**config.mk**
```make
export PLATFORM = sky130hd
export DESIGN_NAME = fbdiv_top
export DESIGN_NICKNAME = d
export VERILOG_FILES = /design/src/rtl/fbdiv_pkg.sv /design/src/rtl/fbdiv_prescaler.sv /design/src/rtl/fbdiv_range_chk.sv /design/src/rtl/fbdiv_cycle_ctl.sv /design/src/rtl/fbdiv_top.sv
export SDC_FILE = /design/constraint.sdc
export NUM_CORES = 1
export LEC_CHECK = 0
export ABC_AREA = 1
export BUFFER_PORTS_ARGS = -buffer_cell sky130_fd_sc_hd__buf_4
export CAP_MARGIN = 30
export CORE_MARGIN = 3
export CORE_UTILIZATION = 45
export DETAILED_ROUTE_END_ITERATION = 10
export GPL_ROUTABILITY_DRIVEN = 0
export REMOVE_ABC_BUFFERS = 1
export SLEW_MARGIN = 20
export SYNTH_ARGS = -nofsm -noshare
export SYNTH_HDL_FRONTEND = slang
export SYNTH_HIERARCHICAL = 1
export SYNTH_SLANG_ARGS = --single-unit
```
**constraint.sdc**
```tcl
create_clock -name clk -period 3.8 [get_ports clk]
set_input_delay 0 -clock clk [delete_from_list [all_inputs] [get_ports clk]]
set_output_delay 0 -clock clk [all_outputs]
set_load 0.01 [all_outputs]
```
**src/rtl/fbdiv_pkg.sv**
```systemverilog
package fbdiv_pkg;

    // Prescaler modulus selection: NARROW divides by P, WIDE by P+1
    typedef enum logic {
        MOD_NARROW = 1'b0,
        MOD_WIDE   = 1'b1
    } mod_sel_e;

    localparam int DEF_PRE_MOD = 4;
    localparam int DEF_A_W     = 2;
    localparam int DEF_B_W     = 6;
    localparam int DEF_A_MAX   = 3;
    localparam int DEF_B_MIN   = 3;
    localparam int DEF_B_MAX   = 63;

endpackage

```
**src/rtl/fbdiv_prescaler.sv**
```systemverilog
module fbdiv_prescaler
    import fbdiv_pkg::*;
#(
    parameter int PRE_MOD = DEF_PRE_MOD
) (
    input  logic     clk,
    input  logic     rst,
    input  mod_sel_e mod_sel,
    output logic     pre_wrap
);
    localparam int CW = $clog2(PRE_MOD + 1);

    typedef struct packed {
        logic [CW-1:0] cnt;
    } pre_state_t;

    pre_state_t    st_d, st_q;
    logic [CW-1:0] last_val;

    always_comb begin
        st_d     = st_q;
        last_val = (mod_sel == MOD_WIDE) ? CW'(PRE_MOD) : CW'(PRE_MOD - 1);
        pre_wrap = (st_q.cnt == last_val);
        if (rst) begin
            st_d.cnt = '0;
        end else if (pre_wrap) begin
            st_d.cnt = '0;
        end else begin
            st_d.cnt = st_q.cnt + CW'(1);
        end
    end

    always_ff @(posedge clk) begin
        st_q <= st_d;
    end

    // the prescaler count never passes the wide modulus
    AST_PRE_IN_RANGE: assert property (@(posedge clk) disable iff (rst)
        int'(st_q.cnt) <= PRE_MOD);

endmodule

```
**src/rtl/fbdiv_range_chk.sv**
```systemverilog
module fbdiv_range_chk
    import fbdiv_pkg::*;
#(
    parameter int A_W   = DEF_A_W,
    parameter int B_W   = DEF_B_W,
    parameter int A_MAX = DEF_A_MAX,
    parameter int B_MIN = DEF_B_MIN,
    parameter int B_MAX = DEF_B_MAX
) (
    input  logic [A_W-1:0] a_in,
    input  logic [B_W-1:0] b_in,
    output logic           set_ok
);
    logic b_lo_ok, b_hi_ok, a_hi_ok, a_le_b;

    always_comb begin
        b_lo_ok = int'(b_in) >= B_MIN;
        b_hi_ok = int'(b_in) <= B_MAX;
        a_hi_ok = int'(a_in) <= A_MAX;
        a_le_b  = int'(a_in) <= int'(b_in);
        set_ok  = b_lo_ok && b_hi_ok && a_hi_ok && a_le_b;
    end

endmodule

```
**src/rtl/fbdiv_cycle_ctl.sv**
```systemverilog
module fbdiv_cycle_ctl
    import fbdiv_pkg::*;
#(
    parameter int A_W   = DEF_A_W,
    parameter int B_W   = DEF_B_W,
    parameter int B_MIN = DEF_B_MIN
) (
    input  logic           clk,
    input  logic           rst,
    input  logic           pre_wrap,
    input  logic           load_ok,
    input  logic [A_W-1:0] a_in,
    input  logic [B_W-1:0] b_in,
    output mod_sel_e       mod_sel,
    output logic           period_end
);
    typedef struct packed {
        logic [B_W-1:0] sc;
        logic [A_W-1:0] a_sh;
        logic [B_W-1:0] b_sh;
    } ctl_state_t;

    ctl_state_t st_d, st_q;

    always_comb begin
        st_d       = st_q;
        mod_sel    = (st_q.sc < B_W'(st_q.a_sh)) ? MOD_WIDE : MOD_NARROW;
        period_end = pre_wrap && (st_q.sc == st_q.b_sh - B_W'(1));
        if (rst) begin
            st_d.sc   = '0;
            st_d.a_sh = '0;
            st_d.b_sh = B_W'(B_MIN);
        end else if (period_end) begin
            st_d.sc = '0;
            if (load_ok) begin
                st_d.a_sh = a_in;
                st_d.b_sh = b_in;
            end
        end else if (pre_wrap) begin
            st_d.sc = st_q.sc + B_W'(1);
        end
    end

    always_ff @(posedge clk) begin
        st_q <= st_d;
    end

    AST_SC_BELOW_B: assert property (@(posedge clk) disable iff (rst)
        st_q.sc < st_q.b_sh);

    AST_SHADOW_LEGAL: assert property (@(posedge clk) disable iff (rst)
        (int'(st_q.b_sh) >= B_MIN) && (int'(st_q.a_sh) <= int'(st_q.b_sh)));

    AST_HOLD_MIDPERIOD: assert property (@(posedge clk) disable iff (rst)
        !period_end |=> ($stable(st_q.a_sh) && $stable(st_q.b_sh)));

    AST_REJECT_BAD: assert property (@(posedge clk) disable iff (rst)
        (period_end && !load_ok) |=> ($stable(st_q.a_sh) && $stable(st_q.b_sh)));

endmodule

```
**src/rtl/fbdiv_top.sv**
```systemverilog
module fbdiv_top
    import fbdiv_pkg::*;
#(
    parameter int PRE_MOD = DEF_PRE_MOD,
    parameter int A_W     = DEF_A_W,
    parameter int B_W     = DEF_B_W,
    parameter int A_MAX   = DEF_A_MAX,
    parameter int B_MIN   = DEF_B_MIN,
    parameter int B_MAX   = DEF_B_MAX
) (
    input  logic           clk,
    input  logic           rst,
    input  logic [A_W-1:0] a_set,
    input  logic [B_W-1:0] b_set,
    output logic           div_pulse,
    output logic           cfg_bad
);
    mod_sel_e mod_sel;
    logic     pre_wrap;
    logic     set_ok;

    fbdiv_range_chk #(
        .A_W   (A_W),
        .B_W   (B_W),
        .A_MAX (A_MAX),
        .B_MIN (B_MIN),
        .B_MAX (B_MAX)
    ) u_range (
        .a_in   (a_set),
        .b_in   (b_set),
        .set_ok (set_ok)
    );

    fbdiv_prescaler #(
        .PRE_MOD (PRE_MOD)
    ) u_pre (
        .clk      (clk),
        .rst      (rst),
        .mod_sel  (mod_sel),
        .pre_wrap (pre_wrap)
    );

    fbdiv_cycle_ctl #(
        .A_W   (A_W),
        .B_W   (B_W),
        .B_MIN (B_MIN)
    ) u_ctl (
        .clk        (clk),
        .rst        (rst),
        .pre_wrap   (pre_wrap),
        .load_ok    (set_ok),
        .a_in       (a_set),
        .b_in       (b_set),
        .mod_sel    (mod_sel),
        .period_end (div_pulse)
    );

    always_comb begin
        cfg_bad = !set_ok;
    end

    // a period is at least P*B_MIN cycles, so a pulse never repeats next cycle
    AST_PULSE_ONE_WIDE: assert property (@(posedge clk) disable iff (rst)
        div_pulse |=> !div_pulse);

endmodule

```
; Word level (Yosys, flattened, before mapping)
; Cells that the tools add are included.
[word_totals]
regBits = 17
inputBits = 10
word_cells = 20
[classes]
addsub = 3
order_cmp = 3
eq_ne = 2
mux = 2
n_reduce_logical = 6
[ops]
columns = operator, count
row1 = $add 6x1->6 const B, 1
row2 = $eq 6x6->1, 1
row3 = $ge 6x2->1 const B, 1
row4 = $le 2x6->1, 1
row5 = $lt 6x2->1, 1
row6 = $sub 6x1->6 const B, 1
row7 = $reduce_or 2->1, 2
row8 = $add 3x1->3 const B, 1
row9 = $eq 3x3->1, 1
row10 = $mux 3, 1
row11 = $logic_and 1x1->1, 2
row12 = $reduce_and 2->1, 1
row13 = $logic_not 1->1, 1
row14 = $mux 1, 1

; Logic depth before layout (Yosys ltp)
; Gate-level depths: netlist (run 1).
[logic_depth]
word_depth = 6
ltp_mapped = 16
mapped_depth_nobuf = 15

; Cells and area by module
; Netlist (run 1), hierarchy kept.
[by_module_without_submodules]
columns = mod, n_inst, cells_per_inst, area_per_inst_um2, seq_area_each_um2
row1 = fbdiv_cycle_ctl, 1, 146, 959.7, 280.3
row2 = fbdiv_prescaler, 1, 21, 152.6, 60.1
row3 = fbdiv_range_chk, 1, 17, 83.8, 0.0
row4 = fbdiv_top, 1, 1, 3.8, 0.0

; Worst setup path after synthesis (run 1)
; OpenSTA, ideal clock, no wires.
[synth_path]
kind = reg-to-reg
from = reg u_ctl/st_q[7] (netlist bit)
to = reg u_ctl/st_q[10] (netlist bit)
arrival_ns = 2.230
required_time_ns = 3.681
slack_ns = 1.450
stages_incl_launch_ff = 16
n_path_buf = 1
cell_sequence = dfxtp_1 inv_1 ha_1 a2111oi_0 nand2_1 inv_1 nand2_2 nand2_1 clkbuf_2 nand3_1 nor2_1 nand3_2 nor2_8 nand2_1 nand2_2 nor3_1
[synth_between]
elab_chain_cells = 6
[synth_lines]
columns = item, line_no
row1 = start: declaration, fbdiv_cycle_ctl.sv:23  ; ctl_state_t st_d, st_q;
row2 = start signal: assignment, fbdiv_cycle_ctl.sv:45  ; st_q <= st_d;
row3 = $lt 6x2->1 (*), fbdiv_cycle_ctl.sv:27  ; mod_sel = (st_q.sc < B_W'(st_q.a_sh)) ? MOD_WIDE : MOD_NARROW;
row4 = $mux 1 (*), fbdiv_cycle_ctl.sv:27
row5 = net mod_sel, fbdiv_top.sv:18  ; mod_sel_e mod_sel;
row6 = $mux 3 (*), fbdiv_prescaler.sv:22  ; last_val = (mod_sel == MOD_WIDE) ? CW'(PRE_MOD) : CW'(PRE_MOD - 1);
row7 = $eq 3x3->1 (*), fbdiv_prescaler.sv:23  ; pre_wrap = (st_q.cnt == last_val);
row8 = net pre_wrap, fbdiv_top.sv:19  ; logic pre_wrap;
row9 = $logic_and 1x1->1, fbdiv_cycle_ctl.sv:28  ; period_end = pre_wrap && (st_q.sc == st_q.b_sh - B_W'(1));
row10 = $reduce_or 2->1 (no line), -
; The timed path passes the listed nets; every way through them passes the cells marked *.
; A chain may end at the register's enable or synchronous reset.

; Final worst setup path (run 1)
[layout_path]
from = reg u_ctl/st_q[9] (netlist bit)
to = out div_pulse
[layout_between]
elab_chain_cells = 5
elab_cells_between_ends = 6
cone_classes = order compare (1) / eq/ne (2) / mux (2) / reduce/logical (1)
[layout_lines]
columns = item, line_no
row1 = $lt 6x2->1, fbdiv_cycle_ctl.sv:27
row2 = $mux 1, fbdiv_cycle_ctl.sv:27
row3 = net mod_sel, fbdiv_top.sv:18
row4 = $mux 3, fbdiv_prescaler.sv:22
row5 = $eq 3x3->1, fbdiv_prescaler.sv:23
row6 = net pre_wrap, fbdiv_top.sv:19
row7 = $logic_and 1x1->1, fbdiv_cycle_ctl.sv:28
row8 = end: declaration, fbdiv_top.sv:15  ; output logic div_pulse,
; The timed path passes the listed nets, and every way through them passes these cells.

==> results of run 1 <==
==> power groups by stage <==
stage | sequential [mW] | clock [mW] | combinational (mW)
2_1_floorplan | 0.190 | 0 | 0.0274
3_3_place_gp | 0.191 | 0 | 0.0400
3_5_place_dp | 0.191 | 0 | 0.0413
4_1_cts | 0.187 | 0.103 | 0.0430
5_1_grt | 0.188 | 0.112 | 0.0508
6_report | 0.187 | 0.0999 | 0.0421
==> state kept, by name, summed over array words and instances, names as in the netlist <==
register,cells
u_pre/st_q,3
u_ctl/st_q,14
==> metal layers <==
metal / GRT usage / vias up / wire length [µm] / part of all wire
met1: 0.219 / 489 / 1120 / 0.49
met5: 0 / - / 0 / 0
met2: 0.252 / 12 / 1050 / 0.46
met4: 0.0861 / 0 / 59 / 0.026
li1: - / 592 / - / -
met3: 0.0267 / 6 / 55 / 0.024
==> timing repair <==
item | CTS | global route
resized for setup | 0 | 0
hold buffers | 2 | 0
hold endpoints to repair | 4 | 0
setup buffers | 0 | 0
==> synthesized netlist by cell type, drive strengths merged <==
cell and count:
inv 41, nand2 56, dfxtp 17, buf 1
nand4 9, xnor2 2, xor2 3, ha 6
clkinv 1, nor2 28, nand3 12, a21oi 4
or2 1, and2 1, clkbuf 1, a2111oi 1
nor3 1
==> stage by stage <==
step / std cells / utilization / cell area (µm²) / power, mW
after floorplan: 183 / - / 1190 / 0.218
after global placement: 224 / 0.524 / 1310 / 0.231
after detailed placement: 224 / 0.524 / 1310 / 0.232
after CTS: 230 / 0.543 / 1360 / 0.333
after global routing: 230 / 0.543 / 1360 / 0.351
final: 230 / 0.543 / 1360 / 0.329
==> cell families after synthesis <==
group,after synthesis
compound gates,5
simple gates,108
fa+ha+maj,6
buf+inv,44
xor+xnor,5
flops,17
==> worst paths after layout <==
path,depth (start not counted),startpoint,endpoint
worst min-delay path,3,b_set[1],u_ctl/st_q[1]
worst max register to register,13,u_ctl/st_q[9],u_ctl/st_q[13]
worst min register to register,1,u_pre/st_q[0],u_pre/st_q[0]
worst max-delay path,13,u_ctl/st_q[9],div_pulse
==> cell type report <==
class / count / area (µm²)
clock buffer: 3 / 22.5
clock inverter: 1 / 5.00
fill: 262 / 1140
inverter: 42 / 158
multi-input combinational: 124 / 692
sequential: 17 / 340
tap: 30 / 37.5
timing repair buffer: 13 / 103
==> worst reg2reg max path: stages (launching register included) <==
cell and delay, ps:
dfxtp_1 410, ha_1 250, a2111oi_0 500, nand2_1 100
inv_1 80, nand2_2 50, nand2_1 200, nand3_1 100
nor2_1 110, nand3_2 120, nor2_8 200, nand2_1 120
nand2_2 150, a21oi_1 60
==> metrics.txt, run 1 <==
Setup TNS=0 ps; Port Buffers=11; Routed wire per std cell=9.95 µm; outcome=complete, no violations; RSZ-0062 raised after global routing=no; total core area=2500 µm²; total number of vias=1099; Synth Area in Compound Gates=0.0240; slowest stage delay, CP=500 ps; Slew Limit Fails=0; Cell Pwr Density=242 nW/µm²; Peak Freq=367 MHz; family with the most delay on the worst path=simple AND/OR/NAND/NOR gates; flop2flop setup slack=1240 ps; FF+latch count, synth=17; Vias/cell=4.78; Final WS setup=1080 ps; Root Buffer=clkbuf_4; largest net degree at the start of global routing=11; Die Width=57.6 µm; largest family of logic cells by synthesized area=simple AND/OR/NAND/NOR gates; commonest non-fill, non-tap cell in the layout=nand2_1; Seq/Total Area, Yosys=0.284; initial core utilization=0.480; Final #Nets=217; Sequential Power Share=0.568; Worst-Skew Late Latency=300 ps; Worst Skew=6.13 ps; Most common cell on crit path=nand2_1; hold crit path type=in2reg; total gr overflow=0; post-synthesis cell area=1200 µm²; Final min period=2720 ps; WP data required=3800 ps; CP cell instances=ha_1 -> a2111oi_0 -> nand2_1 -> inv_1 -> nand2_2 -> nand2_1 -> nand3_1 -> nor2_1 -> nand3_2 -> nor2_8 -> nand2_1 -> inv_1 -> buf_4; DP HPWL=1.88 mm; clock transition at the registers of the reported paths=110 ps; Post-Synth Adder-Cell Area=0.0626; mux cell area share after synthesis=0; Yosys Warn Count=6; Net Sw Frac=0.266; leading area contributor after synthesis=dfxtp_1; TritonRoute pass-1 iters=4; Critical Path End Type=primary output; post-route ant nets=0; antenna violations before repair=0; combinational share of power=0.128; number of global-route vias before repair=1022; worst slack, placed=1210 ps; # clock sinks=17; 1st-iter DRT viols=24; GRT Util Overall=0.163; period utilization=0.717; Critical Path Start Type=register; die area=3320 µm²; clock power share=0.304; Max-Cap Viols=0; die span in y=57.6 µm; Worst Path Class, Setup=reg2out; Max VDD drop=179 µV; Setup-failing EPs final=0; Yosys top cell area share=0.284; Post-Syn Instances=185; WP data arrival=2720 ps; Site Rows=18; fraction of the mapped netlist area in simple logic gates=0.432; Sw Pwr=87.4 µW; Synth-to-Final Area Change=13.1%; total CTS buffers=3; global-route wire length before repair=4.26 mm; Synth cell types=26; largest fanout on the critical path=10; Int Pwr=242 µW; largest cells by area after synthesis=dfxtp_1, nand2_1, inv_1; Worst-Margin Slew=492 ps; drt total wl=2.29 mm; Max clock buf depth=2; final hold vios=0; max_slew headroom=0.663; H-tree depth=1; CP bufs+invs=3; Synth Area per Inst=6.49 µm²; Residual DRC=0; static leakage=0.690 nW; Post-Synth XOR/XNOR Area=0.0584; most frequent cells in the layout=nand2_1, inv_1, nor2_1, dfxtp_1, buf_4; Slowest-stage cell, CP=a2111oi_0; number of diodes=0; IO Pins=12; ratio of cells with drive above 1 in the final layout=0.175; hold slack=5.99 ps; CTS tree=done
(Power assumes the default switching activity.)
==> inputs of run 2 (changes only) <==
--- a/config.mk
+++ b/config.mk
@@ -12,6 +12,7 @@
 export CORE_UTILIZATION = 45
 export DETAILED_ROUTE_END_ITERATION = 10
 export GPL_ROUTABILITY_DRIVEN = 0
+export PLACE_DENSITY = 0.66
 export REMOVE_ABC_BUFFERS = 1
 export SLEW_MARGIN = 20
 export SYNTH_ARGS = -nofsm -noshare
==> constraint.sdc (replaced) <==
create_clock -name clk -period 2.3 [get_ports clk]
set_input_delay 0 -clock clk [delete_from_list [all_inputs] [get_ports clk]]
set_output_delay 0 -clock clk [all_outputs]
set_load 0.01 [all_outputs]
==> run 2 against run 1 <==
Effect of this change: the flow now finishes with violations (negative setup slack); sequential power is 65% higher; clock skew hardly changed; power is 65% higher; critical path depth is 2 higher; register-to-register slack worse by 1200 ps; clock power is 58% higher; sequential cell count stayed put.
==> metrics.txt, run 2 (synthesis results as in run 1) <==
outcome=complete, but fails checks; failing checks=negative setup slack; Final WS setup=-3.42 ps; Final min period=2300 ps; WP data arrival=2490 ps; hold crit path type=in2reg; Top Registers=u_ctl/st_q x14, u_pre/st_q x3; Worst-Margin Slew=371 ps; Site Rows=18; Synth-to-Final Area Change=24.8%; Port Buffers=11; GRT Util Overall=0.170; TritonRoute pass-1 iters=4; largest net degree at the start of global routing=11; total gr overflow=0; number of diodes=0; DP HPWL=1.96 mm; Residual DRC=0; CTS tree=done; Worst-Skew Late Latency=290 ps; die area=3320 µm²; 1st-iter DRT viols=49; Routed wire per std cell=11.3 µm; Peak Freq=434 MHz; Worst Path Class, Setup=reg2reg; commonest non-fill, non-tap cell in the layout=nand2_1; total CTS buffers=3; drt total wl=2.71 mm; static leakage=0.746 nW; Slew Limit Fails=0; period utilization=1.00; initial core utilization=0.480; placed cell areas=1340 µm²; RSZ-0062 raised after global routing=yes; post-route ant nets=0; die span in y=57.6 µm; final hold vios=0; total number of vias=1138; Final #Nets=227; number of global-route vias before repair=1058; largest fanout on the critical path=7; most frequent cells in the layout=nand2_1, inv_1, buf_4, nor2_1, dfxtp_1; Critical Path End Type=register; Max-Cap Viols=0; Reg with most FFs=u_ctl/st_q; Critical Path Start Type=register; Max VDD drop=322 µV; Cell Pwr Density=363 nW/µm²; Root Buffer=clkbuf_4; Worst Skew=5.74 ps; Vias/cell=4.74; max reg flops=14; total core area=2500 µm²; global-route wire length before repair=4.42 mm; antenna violations before repair=0; Die Width=57.6 µm; Max clock buf depth=2; # clock sinks=17; max_slew headroom=0.752; IO Pins=12; ratio of cells with drive above 1 in the final layout=0.290; Setup TNS=-3.42 ps; worst slack, placed=-150 ps; clock transition at the registers of the reported paths=90 ps; Setup-failing EPs final=1; WP data required=2490 ps; H-tree depth=1; final instance area=1500 µm²
[run 2: final cells by class]
type	count	area, µm²
Fill cell	246	1000
Multi-Input combinational cell	124	748
Sequential cell	17	343
Timing Repair Buffer	23	185
Inverter	42	158
Tap cell	30	37.5
Clock buffer	4	26.3
[run 2: layer usage]
metal  vias to the layer above  GRT usage  wire (µm)
li1                        611          -          -
met1                       505      0.212       1260
met2                        18      0.284       1330
met3                         4     0.0468        101
met4                         0     0.0530         28
met5                         -          0          0
[run 2: what timing repair did]
action                                  CTS  global route
hold endpoints to repair                  4             0
resized for setup                         3            19
endpoints found under the setup margin   15            15
pin swaps                                 2            17
hold buffers                              2             0
cloned                                    0             0
setup buffers                             2             4
[run 2: power breakdown]
part	switching, mW	internal, mW
Sequential	0.00746	0.302
Combinational	0.0413	0.0354
Clock	0.0906	0.0674
[run 2: worst paths after layout]
kind / start / end / slack, ps / cells after the start
worst max-delay path: u_ctl/st_q[9] / u_ctl/st_q[6] / -3 / 15
worst min-delay path: b_set[0] / u_ctl/st_q[0] / 9 / 3
worst max register to register: u_ctl/st_q[9] / u_ctl/st_q[6] / -3 / 15
worst min register to register: u_pre/st_q[0] / u_pre/st_q[0] / 480 / 1
[run 2: worst max-delay path, stage by stage, from the launching register on]
cell and delay (ps):
dfxtp_2 350, ha_4 250, a2111oi_4 360, nand2_1 80, inv_1 70, nand2_2 50, nand2_2 70, nand3_2 80
nor2_2 120, nand3_2 140, nor2_8 170, buf_6 140, buf_4 110, nand4_1 70, nand2_1 100, nor2_2 50
[run 2: per-stage QoR]
step / instances / util / power (mW) / hold WS [ps]
after floorplan: 183 / - / 0.360 / 171
after global placement: 228 / 0.536 / 0.384 / 292
after detailed placement: 228 / 0.536 / 0.387 / 296
after CTS: 236 / 0.568 / 0.549 / 3.45
after global routing: 240 / 0.599 / 0.580 / 0.757
final: 240 / 0.599 / 0.544 / 8.98
==> inputs of run 3 (changes only) <==
--- a/config.mk
+++ b/config.mk
@@ -9,10 +9,9 @@
 export BUFFER_PORTS_ARGS = -buffer_cell sky130_fd_sc_hd__buf_4
 export CAP_MARGIN = 30
 export CORE_MARGIN = 3
-export CORE_UTILIZATION = 45
+export CORE_UTILIZATION = 40
 export DETAILED_ROUTE_END_ITERATION = 10
 export GPL_ROUTABILITY_DRIVEN = 0
-export PLACE_DENSITY = 0.66
 export REMOVE_ABC_BUFFERS = 1
 export SLEW_MARGIN = 20
 export SYNTH_ARGS = -nofsm -noshare
==> run 3 against run 2 <==
Effect of this change: the flow now finishes without violations; via count is the same; sequential share of layout area is essentially flat; maximum frequency grew 3.9%; power shrank 0.34%; core utilization shrank 6.2 points; die area grew 11%; setup slack gained 86 ps.
==> metrics.txt, run 3 (synthesis results as in run 1) <==
total gr overflow=0; Setup-failing EPs final=0; WP data arrival=2410 ps; CP startpoint=u_ctl/st_q[9]; worst slack, placed=-155 ps; post-route ant nets=0; die area=3690 µm²; static leakage=0.744 nW; max_slew headroom=0.775; clock transition at the registers of the reported paths=90 ps; met2 Use GR=0.263; max reg flops=14; IO Pins=12; Max clock buf depth=2; hold path start=b_set[0]; Critical Path End Type=register; Root Buffer=clkbuf_4; Site Rows=19; initial core utilization=0.428; commonest non-fill, non-tap cell in the layout=nand2_1; Final #Nets=227; number of diodes=0; largest net degree at the start of global routing=11; Worst-Margin Slew=337 ps; Peak Freq=451 MHz; Final WS setup=82.4 ps; # clock sinks=17; ratio of cells with drive above 1 in the final layout=0.281; number of global-route vias before repair=1041; Critical Path Start Type=register; met1 Usage GRT=0.201; antenna violations before repair=0; FILL cells=290; Vias/cell=4.72; CTS tree=done; H-tree depth=1; Max VDD drop=309 µV; hold crit path type=in2reg; die span in y=60.8 µm; drt total wl=2.58 mm; TritonRoute pass-1 iters=4; most frequent cells in the layout=nand2_1, inv_1, buf_4, nor2_1, dfxtp_1; total number of vias=1138; largest fanout on the critical path=8; power after layout=542 µW; grt peak-use layer=met2; WP data required=2490 ps; outcome=complete, no violations; Routed wire per std cell=10.7 µm; DP HPWL=1.96 mm; Worst Path Class, Setup=reg2reg; Reg with most FFs=u_ctl/st_q; period utilization=0.964; total core area=2810 µm²; Final min period=2220 ps; Worst-Skew Late Latency=290 ps; 1st-iter DRT viols=32; Cell Pwr Density=360 nW/µm²; worst flop-to-flop path startpoint=u_ctl/st_q[9]; Worst Skew=6.61 ps; total CTS buffers=3; RSZ-0062 raised after global routing=yes; GRT Util Overall=0.159; GR Layer Usage met3=0.0383; final hold vios=0; global-route wire length before repair=4.33 mm; Port Buffers=11; Max-Cap Viols=0; Top Registers=u_ctl/st_q x14, u_pre/st_q x3; Residual DRC=0; Slew Limit Fails=0; Die Width=60.8 µm; Synth-to-Final Area Change=25.5%
run 3: layout make-up:
type                            instances  area (µm²)  share of cell area
Multi-Input combinational cell        124         746               0.495
Sequential cell                        17         344               0.228
Timing Repair Buffer                   23         194               0.129
Inverter                               42         158               0.105
Tap cell                               31        38.8              0.0257
Clock buffer                            4        26.3              0.0174
run 3: path summary, 6_finish.rpt:
kind | to | slack [ps] | cells past startpoint
worst max-delay path | u_ctl/st_q[7] | 80 | 15
worst max register to register | u_ctl/st_q[7] | 80 | 15
worst min-delay path | u_ctl/st_q[0] | 8 | 3
worst min register to register | u_pre/st_q[0] | 480 | 1
run 3: timing repair:
| action | in CTS | in global routing |
|---|---|---|
| setup endpoints to repair | 15 | 9 |
| resized for setup | 4 | 14 |
| pin swaps | 4 | 14 |
| hold buffers | 2 | 0 |
| endpoints found under the hold margin | 4 | 0 |
| buffers inserted | 2 | 3 |
run 3: power by group:
part	internal, mW	switching, mW	total, mW	leakage [nW]
registers	0.302	0.00753	0.310	0.139
logic	0.0355	0.0403	0.0758	0.590
clock network	0.0675	0.0891	0.157	0.0150
total	0.405	0.137	0.542	0.744
run 3: per-stage QoR:
stage	area [µm²]	std cells	hold WS (ps)	TNS, ps	util
final	1510	241	8.48	0	0.537
after global routing	1510	241	32.6	-595	0.537
after CTS	1440	238	0.795	0	0.514
after detailed placement	1350	230	299	-1930	0.481
after global placement	1350	230	295	-815	0.481
after floorplan	1190	183	171	-144	-
run 3: layer usage:
metal / part of all wire / wire [µm]
met1: 0.46 / 1200
met5: 0 / 0
met3: 0.031 / 81
met4: 0.015 / 38
met2: 0.49 / 1260
run 3: critical path, cell delays in order (launching register included):
cell and delay [ps]:
dfxtp_2 350, ha_4 240, a2111oi_4 350, nand2_1 80, inv_1 70, nand2_2 60
nand2_2 80, nand3_2 80, nor2_2 110, nand3_2 120, nor2_8 140, buf_6 120
buf_12 100, nand4_1 70, nand2_1 100, nor2_2 50
